File: config.mk
export PLATFORM = sky130hd
export DESIGN_NAME = tlb_xlat
export DESIGN_NICKNAME = d
export VERILOG_FILES = /design/src/rtl/tlb_pkg.sv /design/src/rtl/tlb_match.sv /design/src/rtl/tlb_victim.sv /design/src/rtl/tlb_xlat.sv
export SDC_FILE = /design/constraint.sdc
export NUM_CORES = 1
export LEC_CHECK = 0
export ABC_CLOCK_PERIOD_IN_PS = 10100
export BUFFER_PORTS_ARGS = -buffer_cell sky130_fd_sc_hd__buf_4
export CAP_MARGIN = 15
export CORE_ASPECT_RATIO = 1.2
export CORE_MARGIN = 2
export CORE_UTILIZATION = 45
export CTS_CLUSTER_SIZE = 24
export DETAILED_ROUTE_END_ITERATION = 10
export GPL_ROUTABILITY_DRIVEN = 0
export PLACE_DENSITY = 0.68
export SLEW_MARGIN = 15
export SYNTH_ARGS = -nofsm -noshare
export SYNTH_HDL_FRONTEND = slang
export SYNTH_HIERARCHICAL = 1
export SYNTH_SLANG_ARGS = --single-unit
File: constraint.sdc
create_clock -name clk -period 10.1 [get_ports clk]
set_input_delay 0.505 -clock clk [delete_from_list [all_inputs] [get_ports clk]]
set_output_delay 0.505 -clock clk [all_outputs]
set_load 0.01 [all_outputs]
File: src/rtl/tlb_pkg.sv
package tlb_pkg;
  localparam int RIGHTS_W = 2;
  localparam int RT_RD    = 0;
  localparam int RT_WR    = 1;

  typedef logic [RIGHTS_W-1:0] rights_t;

  function automatic logic access_ok(rights_t r, logic wr);
    return wr ? r[RT_WR] : r[RT_RD];
  endfunction
endpackage

File: src/rtl/tlb_match.sv
module tlb_match #(
  parameter int N     = 16,
  parameter int VPN_W = 20,
  localparam int IDX_W = (N > 1) ? $clog2(N) : 1
) (
  input  logic [VPN_W-1:0]        vpn,
  input  logic [N-1:0][VPN_W-1:0] tags,
  input  logic [N-1:0]            valid,
  output logic                    hit,
  output logic                    multi,
  output logic [IDX_W-1:0]        sel
);
  logic [N-1:0] match;

  for (genvar g = 0; g < N; g++) begin : g_cmp
    assign match[g] = valid[g] && (tags[g] == vpn);
  end

  assign hit   = |match;
  assign multi = |(match & (match - N'(1)));

  always_comb begin
    sel = '0;
    for (int i = N - 1; i >= 0; i--) begin
      if (match[i]) sel = IDX_W'(i);
    end
  end
endmodule

File: src/rtl/tlb_victim.sv
module tlb_victim #(
  parameter int N = 16,
  localparam int IDX_W = (N > 1) ? $clog2(N) : 1
) (
  input  logic             clk,
  input  logic             rst_ns,
  input  logic [N-1:0]     valid,
  input  logic [N-1:0]     refb,
  input  logic             fill_go,
  output logic [IDX_W-1:0] victim,
  output logic             clr_refs
);
  logic [IDX_W-1:0] rr_q, rr_d;
  logic [IDX_W-1:0] inv_idx, unref_idx;
  logic             any_inv, any_unref;

  always_comb begin
    inv_idx   = '0;
    unref_idx = '0;
    any_inv   = 1'b0;
    any_unref = 1'b0;
    for (int i = N - 1; i >= 0; i--) begin
      if (!valid[i]) begin
        inv_idx = IDX_W'(i);
        any_inv = 1'b1;
      end
      if (!refb[i]) begin
        unref_idx = IDX_W'(i);
        any_unref = 1'b1;
      end
    end
  end

  always_comb begin
    clr_refs = !any_inv && !any_unref;
    if (any_inv)        victim = inv_idx;
    else if (any_unref) victim = unref_idx;
    else                victim = rr_q;
  end

  always_comb begin
    rr_d = rr_q;
    if (fill_go && clr_refs) begin
      rr_d = (rr_q == IDX_W'(N - 1)) ? '0 : rr_q + IDX_W'(1);
    end
  end

  always_ff @(posedge clk or negedge rst_ns) begin
    if (!rst_ns) rr_q <= '0;
    else         rr_q <= rr_d;
  end


  empty_first_chk: assert property (@(posedge clk) disable iff (!rst_ns)
    any_inv |-> !valid[victim]);
endmodule

File: src/rtl/tlb_xlat.sv
module tlb_xlat
  import tlb_pkg::*;
#(
  parameter int ENTRIES = 16,
  parameter int VPN_W   = 20,
  parameter int PFN_W   = 20
) (
  input  logic             clk,
  input  logic             rst_n,
  input  logic             lk_req,
  input  logic [VPN_W-1:0] lk_vpn,
  input  logic             lk_write,
  output logic             lk_hit,
  output logic [PFN_W-1:0] lk_pfn,
  output logic             lk_fault,
  output logic             lk_dirty,
  output logic             lk_multi,
  input  logic             fill_en,
  input  logic [VPN_W-1:0] fill_vpn,
  input  logic [PFN_W-1:0] fill_pfn,
  input  logic [1:0]       fill_rights,
  input  logic             flush
);
  localparam int IDX_W = (ENTRIES > 1) ? $clog2(ENTRIES) : 1;

  logic [1:0] rs_q;
  logic       rst_ns;

  always_ff @(posedge clk or negedge rst_n) begin
    if (!rst_n) rs_q <= 2'b00;
    else        rs_q <= {rs_q[0], 1'b1};
  end
  assign rst_ns = rs_q[1];

  logic [ENTRIES-1:0][VPN_W-1:0] tag_q;
  logic [ENTRIES-1:0][PFN_W-1:0] pfn_q;
  rights_t [ENTRIES-1:0]         rt_q;
  logic [ENTRIES-1:0]            valid_q, valid_d;
  logic [ENTRIES-1:0]            ref_q, ref_d;
  logic [ENTRIES-1:0]            dirty_q, dirty_d;

  logic             hit, multi, clr_refs, fill_go, ok;
  logic [IDX_W-1:0] sel, victim;

  assign fill_go = fill_en && !flush;

  tlb_match #(.N(ENTRIES), .VPN_W(VPN_W)) u_match (
    .vpn(lk_vpn), .tags(tag_q), .valid(valid_q),
    .hit(hit), .multi(multi), .sel(sel)
  );

  tlb_victim #(.N(ENTRIES)) u_victim (
    .clk(clk), .rst_ns(rst_ns), .valid(valid_q), .refb(ref_q),
    .fill_go(fill_go), .victim(victim), .clr_refs(clr_refs)
  );

  assign ok       = access_ok(rt_q[sel], lk_write);
  assign lk_hit   = hit;
  assign lk_multi = multi;
  assign lk_pfn   = hit ? pfn_q[sel] : '0;
  assign lk_fault = hit && !ok;
  assign lk_dirty = hit && dirty_q[sel];

  always_comb begin
    valid_d = valid_q;
    ref_d   = ref_q;
    dirty_d = dirty_q;
    if (lk_req && hit && ok) begin
      ref_d[sel] = 1'b1;
      if (lk_write) dirty_d[sel] = 1'b1;
    end
    if (fill_go && clr_refs) ref_d = '0;
    if (fill_go) begin
      valid_d[victim] = 1'b1;
      ref_d[victim]   = 1'b0;
      dirty_d[victim] = 1'b0;
    end
    if (flush) valid_d = '0;
  end

  always_ff @(posedge clk or negedge rst_ns) begin
    if (!rst_ns) begin
      valid_q <= '0;
      ref_q   <= '0;
      dirty_q <= '0;
    end else begin
      valid_q <= valid_d;
      ref_q   <= ref_d;
      dirty_q <= dirty_d;
    end
  end

  always_ff @(posedge clk) begin
    if (fill_go) begin
      tag_q[victim] <= fill_vpn;
      pfn_q[victim] <= fill_pfn;
      rt_q[victim]  <= fill_rights;
    end
  end


  fault_needs_hit_chk: assert property (@(posedge clk) disable iff (!rst_ns)
    lk_fault |-> lk_hit);

  multi_needs_hit_chk: assert property (@(posedge clk) disable iff (!rst_ns)
    lk_multi |-> lk_hit);

  miss_zero_chk: assert property (@(posedge clk) disable iff (!rst_ns)
    !lk_hit |-> (lk_pfn == '0 && !lk_dirty));

  flush_empty_chk: assert property (@(posedge clk) disable iff (!rst_ns)
    $past(flush) |-> !lk_hit);

  fill_visible_chk: assert property (@(posedge clk) disable iff (!rst_ns)
    ($past(fill_en) && !$past(flush) && !$past(lk_multi) && lk_vpn == $past(fill_vpn)) |-> lk_hit);
endmodule

== Word-level counts from Yosys, hierarchy flattened ==
Index checks and enable logic that the tools add are counted.
Cells by class
  add/sub/neg operators: 2
  $lt $le $gt $ge: 4
  eq/ne operators: 17
  mux-type cells: 110
  bitwise logic cells: 7
  reduce and logical (&&, ||, !) cells: 32
Operator list (number)
  $bwmux 320: 2
  $eq 20x20->1: 16
  $mux 4: 51
  $mux 16: 8
  $bmux 20 s4: 1
  $demux 20 s4: 1
  $mux 20: 3
  $and 16x16->16: 3
  $or 16x16->16: 3
  $mux 1: 36
  $bwmux 32: 1
  $reduce_or 16->1: 2
  $logic_and 1x1->1: 25
  $not 16->16: 1
  $sub 16x1->16 const B: 1
  $lt 4x5->1 const B: 2
  $bmux 2 s4: 1
  $demux 1 s4: 2
  $demux 2 s4: 1
  $ge 4x1->1 const B: 2
  $add 4x1->4 const B: 1
  $bmux 1 s4: 1
  $eq 4x4->1 const B: 1
  $logic_not 1->1: 4
  2 further kinds: 3
Storage, ports and cells
  flip-flop bits (word level): 726

== Longest topological paths before layout ==
Gate-level depths: netlist of run 1.
  depth in word-level cells: 27
  mapped depth: 18
  depth with buffers taken out: 13

== Modules after synthesis ==
Netlist of run 1, hierarchy kept.
By module, submodules not included
  tlb_xlat: times used 1, cells each 1106, area an instance 25431.9 sq um, seq. area each 21430.6 sq um
  tlb_match: times used 1, cells each 530, area an instance 4311.6 sq um, seq. area each 0.0 sq um
  tlb_victim: times used 1, cells each 82, area an instance 611.8 sq um, seq. area each 100.1 sq um

== Worst setup path after synthesis of run 1 ==
OpenSTA, ideal clock, no wires.
  path type: in2out
  start point: input port lk_vpn[17]
  end point: output port lk_pfn[10]
  data arrival time: 3.962 ns
  data required time: 9.595 ns
  setup slack: 5.633 ns
  stages on the path: 16
  path buffers: 5
  path through: buf_4 > buf_6 > xor2_1 > nor4_1 > nand4_1 > nor4_1 > inv_1 > a31oi_1 > o311ai_0 > a31oi_1 > buf_2 > buf_2 > clkbuf_1 > mux4_2 > mux4_2 > and2_1
On the way
  longest elaborated chain between the ends: 21
  elaborated cells between the ends (all ways): 52
  those cells by class: eq/ne: 16; mux: 19; reduce/logical: 17
Ends and longest elaborated chain
  start: declaration: line tlb_xlat.sv:11  | input logic [VPN_W-1:0] lk_vpn,
  $eq 20x20->1: line tlb_match.sv:16  | assign match[g] = valid[g] && (tags[g] == vpn);
  $logic_and 1x1->1: line tlb_match.sv:16
  $mux 4 (15 in series): line tlb_match.sv:25  | if (match[i]) sel = IDX_W'(i);
  $mux 4 *: line tlb_match.sv:25
  named net sel[1]: line tlb_xlat.sv:43  | logic [IDX_W-1:0] sel, victim;
  $bmux 20 s4 *: line tlb_xlat.sv:60  | assign lk_pfn = hit ? pfn_q[sel] : '0;
  $mux 20 (not written as such) *: line tlb_xlat.sv:60
  $mux 20 *: line tlb_xlat.sv:60
  end: declaration: line tlb_xlat.sv:14  | output logic [PFN_W-1:0] lk_pfn,
Mark *: on every way through the listed nets, which the timed path passes. The rest lies on a longest branch. The select of a mux whose other input is x is not followed.

== Final worst setup path of run 1 ==
  start point: register tag_q[100] (netlist bit)
  end point: output port lk_fault
On the way
  longest elaborated chain between the ends: 13
  elaborated cells between the ends (all ways): 14
  those cells by class: eq/ne: 1; mux: 9; reduce/logical: 4
Ends and longest elaborated chain
  start: declaration: line tlb_xlat.sv:35  | logic [ENTRIES-1:0][VPN_W-1:0] tag_q;
  start signal: indexed assignment: line tlb_xlat.sv:95  | tag_q[victim] <= fill_vpn;
  $eq 20x20->1: line tlb_match.sv:16
  $logic_and 1x1->1: line tlb_match.sv:16
  $mux 4 (6 in series): line tlb_match.sv:25
  named net sel[2]: line tlb_xlat.sv:43
  $bmux 2 s4: line tlb_xlat.sv:57  | assign ok = access_ok(rt_q[sel], lk_write);
  $mux 2 (not written as such): line tlb_xlat.sv:57
  $mux 1: line tlb_pkg.sv:9  | return wr ? r[RT_WR] : r[RT_RD];
  $logic_not 1->1: line tlb_xlat.sv:61  | assign lk_fault = hit && !ok;
  $logic_and 1x1->1: line tlb_xlat.sv:61
  end: declaration: line tlb_xlat.sv:15  | output logic lk_fault,
The timed path passes the listed nets, and every way through them passes these cells. The select of a mux whose other input is x is not followed.

==> results of run 1 <==
==> power groups by stage <==
stage / clock network (W) / registers, W / logic (W)
floorplan: 0 / 0.00338 / 0.000125
global placement: 0 / 0.00338 / 0.000219
detailed placement: 0 / 0.00338 / 0.000223
CTS: 0.00259 / 0.00332 / 0.000224
global route: 0.00270 / 0.00332 / 0.000238
finish: 0.00256 / 0.00332 / 0.000225
==> worst reg2reg max path, cell delays in order, from the launching register on <==
cell and delay [ps]:
edfxtp_1 390, xnor2_1 220, nand4_1 130, nor4_1 1030, nand4_4 280, o211ai_1 210, a31oi_1 130, o311ai_0 590
a31oi_4 150, buf_4 360, mux2i_1 220, and3_1 220, o41ai_2 380, nand3_1 850, o21ai_0 550
==> final cells by class <==
cell class / instances / area [um2]
inverters: 43 / 161
well taps: 901 / 1130
clock buffers: 89 / 1870
repair buffers: 116 / 873
fillers: 5437 / 32900
multi-input cells: 865 / 8020
flip-flops and latches: 726 / 21500
clock inverters: 37 / 340
==> how the worst min path moves through the flow <==
stage | cells past startpoint | slack (ps) | to | startpoint
after floorplan | 0 | 210 | rs_q[0] | rst_n
after global placement | 1 | 300 | rs_q[0] | rst_n
after detailed placement | 1 | 290 | rs_q[0] | rst_n
after CTS | 1 | 150 | pfn_q[241] | fill_pfn[1]
after global routing | 1 | 190 | pfn_q[246] | fill_pfn[6]
final | 1 | 180 | pfn_q[304] | fill_pfn[4]
==> cell families after synthesis <==
family / count (synthesis) / share of synthesized area
flip-flops: 726 / 0.709
AO/OA/AOI/OAI: 104 / 0.0216
buffers and inverters: 127 / 0.0279
AND/OR/NAND/NOR: 315 / 0.0622
other: 1 / 0.000124
multiplexers: 122 / 0.0855
XOR/XNOR: 321 / 0.0926
adder cells (fa/ha/maj): 2 / 0.000742
==> through the flow <==
step           instance area (um2)  power [W]  hold slack [ps]  utilization
3_3_place_gp                 31700    0.00360              295        0.474
3_5_place_dp                 31700    0.00360              294        0.474
4_1_cts                      33900    0.00614              155        0.507
6_report                     33900    0.00610              181        0.507
2_1_floorplan                30400    0.00350              209            -
5_1_grt                      33900    0.00626              194        0.507
==> cell usage in the layout, fill, tap and decap left out, types with 4 or more instances in the layout <==
| cell type | synthesis | layout |
|---|---|---|
| xor2_1 | 83 | 83 |
| clkinv_2 | 0 | 13 |
| o21ai_0 | 47 | 47 |
| nand4_2 | 5 | 5 |
| inv_1 | 43 | 27 |
| nor4_1 | 36 | 36 |
| clkbuf_1 | 16 | 15 |
| and2_1 | 25 | 25 |
| bufinv_16 | 0 | 5 |
| and3_1 | 4 | 4 |
| edfxtp_1 | 672 | 672 |
| xnor2_1 | 238 | 238 |
| nor2_1 | 7 | 7 |
| dfrtp_1 | 54 | 53 |
| clkinv_1 | 0 | 11 |
| nor2b_1 | 9 | 9 |
| clkinvlp_4 | 0 | 4 |
| a21oi_1 | 7 | 6 |
| mux2i_1 | 10 | 10 |
| buf_4 | 23 | 115 |
| nand2_1 | 56 | 56 |
| nor3b_1 | 6 | 6 |
| o21ai_1 | 9 | 9 |
| a31oi_1 | 7 | 5 |
| mux4_2 | 107 | 107 |
| and3b_1 | 4 | 4 |
| inv_2 | 0 | 16 |
| nand4_1 | 95 | 95 |
| nand3_1 | 41 | 41 |
| nor3_1 | 9 | 8 |
| clkbuf_16 | 0 | 71 |
==> sequential cells by signal, indices dropped and copies added, names as in the netlist <==
register,count
rs_q,2
valid_q,16
dirty_q,16
pfn_q,320
ref_q,16
rt_q,32
u_victim/rr_q,4
tag_q,320
==> layer usage <==
layer,vias up,global-route usage,routed length [um]
li1,6865,-,-
met1,8506,0.301,30100
met2,781,0.363,37700
met3,115,0.0379,5690
met4,0,0.0770,2220
met5,-,0,0
==> results by group, run 1 <==
Clock tree
  – Root buf cell: clkbuf_16
  – Post_cts resized: 0
  – CTS tree: yes
  – CTS Sinks: 726
  – Clock Path Buffers: 3
  – Number of CTS-inserted buffers: 70
  – Number of H-tree levels: 3
  – Clk_lat worst skew: 630 ps
  – Clock slew at reported path FFs: 60 ps
  – # Post-CTS Setup Buffers: 0
  – CTS hold repair buffers: 1

Setup path
  – Top Family by Delay on Critical Path: simple AND/OR/NAND/NOR gates
  – Reg2reg start: tag_q[255]
  – Ordered cell list for the critical path: xnor2_1 > nand4_1 > nor4_1 > nand4_2 > nand4_1 > inv_1 > a21oi_4 > buf_4 > mux2i_1 > mux4_2 > nand2_1 > a41oi_1 > buf_4
  – Reg2reg setup slack: 4250 ps
  – Crit path depth: 13
  – R2r endpoint: ref_q[12]
  – WP buf/inv: 3
  – CP endpoint kind: output port
  – Data arrival, critical path: 5850 ps
  – Crit path max-delay cell type: nor4_1
  – Crit start category: flip-flop
  – FF-to-FF path depth: 14
  – CP max FO: 27
  – Worst EP required: 9600 ps
  – Kind of critical path: flip-flop to output port
  – Critical Path Start: tag_q[100]
  – Crit path capture: lk_fault
  – Worst stage delay on the critical path: 960 ps

Placed design
  – Post-place setup slack: 3960 ps
  – Port-buffer cells: 91
  – Placed cells: 2650
  – HPWL after DPL: 44100 um

Final layout
  – Share of cells above drive strength 1: 0.195
  – Post-route insts no fill: 2777
  – Fin nets: 1891
  – # diodes: 0
  – Area growth, synth to finish: 11.8%

Synth
  – Most numerous cell in the Yosys netlist: edfxtp_1
  – Unique masters post-synth: 72
  – Synth Flop Type: edfxtp_1
  – YS warnings: 6
  – Post-Syn Instances: 1718
  – Synthesized area: 0.0304 mm2
  – Register bit total from synthesis: 726
  – Post-synth EDFFs: 672
  – Synth top area share: 0.665
  – Net Count, Synth: 1787
  – Ranking of synthesized cells by area: edfxtp_1 66%, mux4_2 7.9%, xnor2_1 6.9%, dfrtp_1 4.5%, xor2_1 2.4%
  – Area leader, netlist: edfxtp_1
  – Syn_area_per_cell: 17.7 um2
  – Synth cell count leaders: 672 x edfxtp_1, 238 x xnor2_1, 107 x mux4_2
  – Post-synthesis sequential area ratio: 0.709
  – Async SR Flop Fraction: 0.0744

Power
  – Internal Dissipation: 0.00483 W
  – Comb pwr share: 0.037
  – Share of power burned in registers: 0.544
  – PwrDens: 180 mW/mm2
  – Leak Pwr: 10.8 nW
  – Maximum VDD drop: 0.178 mV
  – Sw Ratio: 0.209
  – Switch Pwr: 0.00127 W
  – Clock power share: 0.419

Outcome
  – Status: completed

STA
  – Tmin final: 6350 ps
  – Final setup TNS: 0 ps
  – Min setup slack post-route: 3750 ps
  – RSZ-0062 raised after global routing: false
  – Endpoints failing setup: 0
  – Highest clock rate: 157 MHz
  – Final worst path period share: 0.629
  – Fin Clk Skew: 36.9 ps
  – Slew Viols, Final: 0
  – Endpoints failing hold: 0
  – Slew margin rel.: 0.167
  – Worst-margin pin slew: 1240 ps

Route
  – Vias/cell: 5.86
  – Initial DRC Count: 1772
  – 1st-pass router iterations: 6
  – WL/cell: 27.3 um
  – Drt total wl: 75700 um
  – Residual DRC: 0
  – Routed Antenna Nets: 0
  – Via count of the routed design: 16300

Global route
  – Largest net degree at the start of global routing: 55
  – First-pass GRT wire length: 110000 um
  – Gr usage total: 0.221
  – GR Overflow Total: 0
  – Initial antenna violation count: 0
  – Vias in the first global route: 16100

Floorplan
  – Initial Util: 0.454
  – Full die area: 0.0696 mm2
  – Core area: 0.0669 mm2
  – Boundary Pins: 92
  – Die Span X: 241 um
  – DIE HEIGHT: 289 um
  – Row count: 104

Min path
  – Worst hold path class: primary input to flip-flop

Run
  – Max-cap viol count: 0
(Power assumes the default switching activity.)
==> inputs of run 2 (changes only) <==
ABC_AREA = 1   (was not set)
ABC_CLOCK_PERIOD_IN_PS = 6100   (was 10100)
clock period = 6.1 ns   (was 10.1 ns; I/O delays follow)
==> results by group, run 2 <==
Clock tree
  – Post_cts resized: 0
  – Number of CTS-inserted buffers: 75
  – Root buf cell: clkbuf_16
  – Number of H-tree levels: 3
  – Clock Path Buffers: 3
  – CTS Sinks: 726
  – Clk_lat worst skew: 650 ps
  – Clock slew at reported path FFs: 60 ps
  – CTS tree: yes

Floorplan
  – Initial Util: 0.456
  – Die Span X: 242 um
  – Row count: 104
  – DIE HEIGHT: 290 um
  – Core area: 0.0673 mm2
  – Boundary Pins: 92
  – Full die area: 0.0703 mm2

STA
  – Endpoints failing setup: 0
  – Highest clock rate: 191 MHz
  – Final worst path period share: 0.860
  – Min setup slack post-route: 856 ps
  – Final setup TNS: 0 ps
  – RSZ-0062 raised after global routing: false
  – Worst-margin pin slew: 1020 ps
  – Endpoints failing hold: 0
  – Tmin final: 5240 ps
  – Slew margin rel.: 0.317
  – Slew Viols, Final: 0
  – Fin Clk Skew: 33.7 ps

Synth
  – Synth top area share: 0.658
  – Synth Flop Type: edfxtp_1
  – Synth cell count leaders: 672 x edfxtp_1, 478 x nand2_1, 164 x a22oi_1
  – Unique masters post-synth: 63
  – Post-synthesis sequential area ratio: 0.702
  – Post-synth EDFFs: 672
  – Synthesized area: 0.0307 mm2
  – Register bit total from synthesis: 726
  – Most numerous cell in the Yosys netlist: edfxtp_1
  – Syn_area_per_cell: 12.7 um2
  – Net Count, Synth: 2483
  – Post-Syn Instances: 2414
  – YS warnings: 6
  – Async SR Flop Fraction: 0.0744
  – Area leader, netlist: edfxtp_1
  – Ranking of synthesized cells by area: edfxtp_1 66%, nand2_1 5.8%, dfrtp_1 4.4%, a22oi_1 4.0%, xnor2_1 2.1%

Final layout
  – Share of cells above drive strength 1: 0.136
  – # diodes: 0
  – Design area: 0.0349 mm2
  – Area growth, synth to finish: 13.7%
  – Most common cell after layout, fill and taps aside: edfxtp_1
  – Fin nets: 2608
  – Biggest regs: pfn_q: 320 flops, tag_q: 320 flops, rt_q: 32 flops
  – Final Util: 0.519
  – Most frequent cells in the layout: 672 x edfxtp_1, 478 x nand2_1, 164 x a22oi_1

Setup path
  – Kind of critical path: flip-flop to output port
  – FF-to-FF path depth: 27
  – Reg2reg setup slack: 1510 ps
  – Reg2reg start: tag_q[185]
  – R2r endpoint: ref_q[1]
  – CP max FO: 36
  – Data arrival, critical path: 4940 ps
  – Worst EP required: 5790 ps
  – CP endpoint kind: output port
  – Crit start category: flip-flop

Placed design
  – Port-buffer cells: 91
  – Placed cell area: 0.0322 mm2
  – HPWL after DPL: 53200 um
  – Post-place setup slack: 1090 ps

Global route
  – Initial antenna violation count: 0
  – GR Overflow Total: 0
  – Largest net degree at the start of global routing: 53
  – First-pass GRT wire length: 129000 um
  – Vias in the first global route: 20300
  – Gr usage total: 0.247

Power
  – Total power: 0.0105 W
  – PwrDens: 301 mW/mm2
  – Maximum VDD drop: 0.268 mV
  – Leak Pwr: 12.4 nW

Route
  – Residual DRC: 0
  – Initial DRC Count: 2350
  – 1st-pass router iterations: 6
  – Via count of the routed design: 20800
  – Vias/cell: 5.95
  – WL/cell: 25.2 um
  – Routed Antenna Nets: 0
  – Drt total wl: 88200 um

Min path
  – Worst hold path class: primary input to async pin

Outcome
  – Status: completed

Run
  – Max-cap viol count: 0
## run 2: cell count changes in the layout (fill, tap and decap cells not counted), moves of 23 or more
| cell | change |
|---|---|
| mux4_2 | -107 |
| nand2_1 | +422 |
| nand4_1 | -53 |
| nor2_1 | +140 |
| a22oi_1 | +163 |
| inv_1 | +88 |
| nor4_1 | -25 |
| o22ai_1 | +41 |
| a21oi_1 | +96 |
| xor2_1 | -48 |
| and2_1 | -23 |
| xnor2_1 | -165 |
| inv_2 | +24 |
## run 2: how the worst max path moves through the flow
stage          startpoint    endpoint  cells after the start
2_1_floorplan  lk_vpn[12]  lk_pfn[17]                     25
3_3_place_gp    lk_vpn[3]  lk_pfn[12]                     24
3_5_place_dp   lk_vpn[17]    ref_q[1]                     24
4_1_cts        tag_q[128]   lk_pfn[0]                     16
5_1_grt        tag_q[311]  lk_pfn[12]                     30
6_report       tag_q[185]  lk_pfn[12]                     24
## run 2: kinds of logic (layout without fill, tap and decap cells)
logic type / count (synthesis) / count (layout) / synth area share
other: 1 / 1 / 0.000122
buffers and inverters: 276 / 459 / 0.0425
DFF: 726 / 726 / 0.702
adders and majority gates: 1 / 1 / 0.000408
xor gates and xnor gates: 109 / 109 / 0.0314
and+or+nand+nor: 786 / 786 / 0.111
AOI/OAI and AO/OA: 515 / 515 / 0.113
## run 2: area by class of cell
type | count | area [um2]
Inverter | 165 | 634
Fill cell | 5596 | 32400
Clock buffer | 91 | 1980
Multi-Input combinational cell | 1412 | 7870
Tap cell | 901 | 1130
Clock inverter | 44 | 445
Sequential cell | 726 | 21500
Timing Repair Buffer | 159 | 1300
## run 2: metal layers
| layer | GRT usage | vias to the layer above | wire (um) |
|---|---|---|---|
| met4 | 0.148 | 0 | 5500 |
| met2 | 0.400 | 1247 | 41500 |
| li1 | - | 9087 | - |
| met3 | 0.0431 | 268 | 8050 |
| met5 | 0 | - | 0 |
| met1 | 0.311 | 10200 | 33100 |
## run 2: stage by stage
step                hold slack (ps)  instances
CTS                            5.85       3498
floorplan                      9.41       2414
detailed placement             89.1       3340
global route                   13.8       3498
global placement               88.7       3340
finish                         24.6       3498
## run 2: power breakdown
group | switching (W) | internal, W | total, W
sequential | 0.0000266 | 0.00548 | 0.00551
clock | 0.00193 | 0.00262 | 0.00455
combinational | 0.000314 | 0.000117 | 0.000431
## run 2: timing repair
item	in CTS	in global routing
hold buffers	23	0
setup buffers	0	0
hold endpoints to repair	354	0
## run 2: critical path: stages, from the launching register on
cell and delay [ps]:
edfxtp_1 390, nand2_1 80, o21ai_1 80, a221oi_1 320, nand3_1 170, nor2_1 130, nand4_1 270, nand2_1 150
nand2_1 70, nand2_1 60, nand2_1 50, nand2_1 50, nand2_1 50, nand2_1 60, nand2_1 60, a21oi_2 200
buf_4 270, inv_2 150, nor2_4 610, buf_12 310, a22oi_1 100, a21oi_1 190, nor3_1 70, a21oi_1 230
buf_4 180
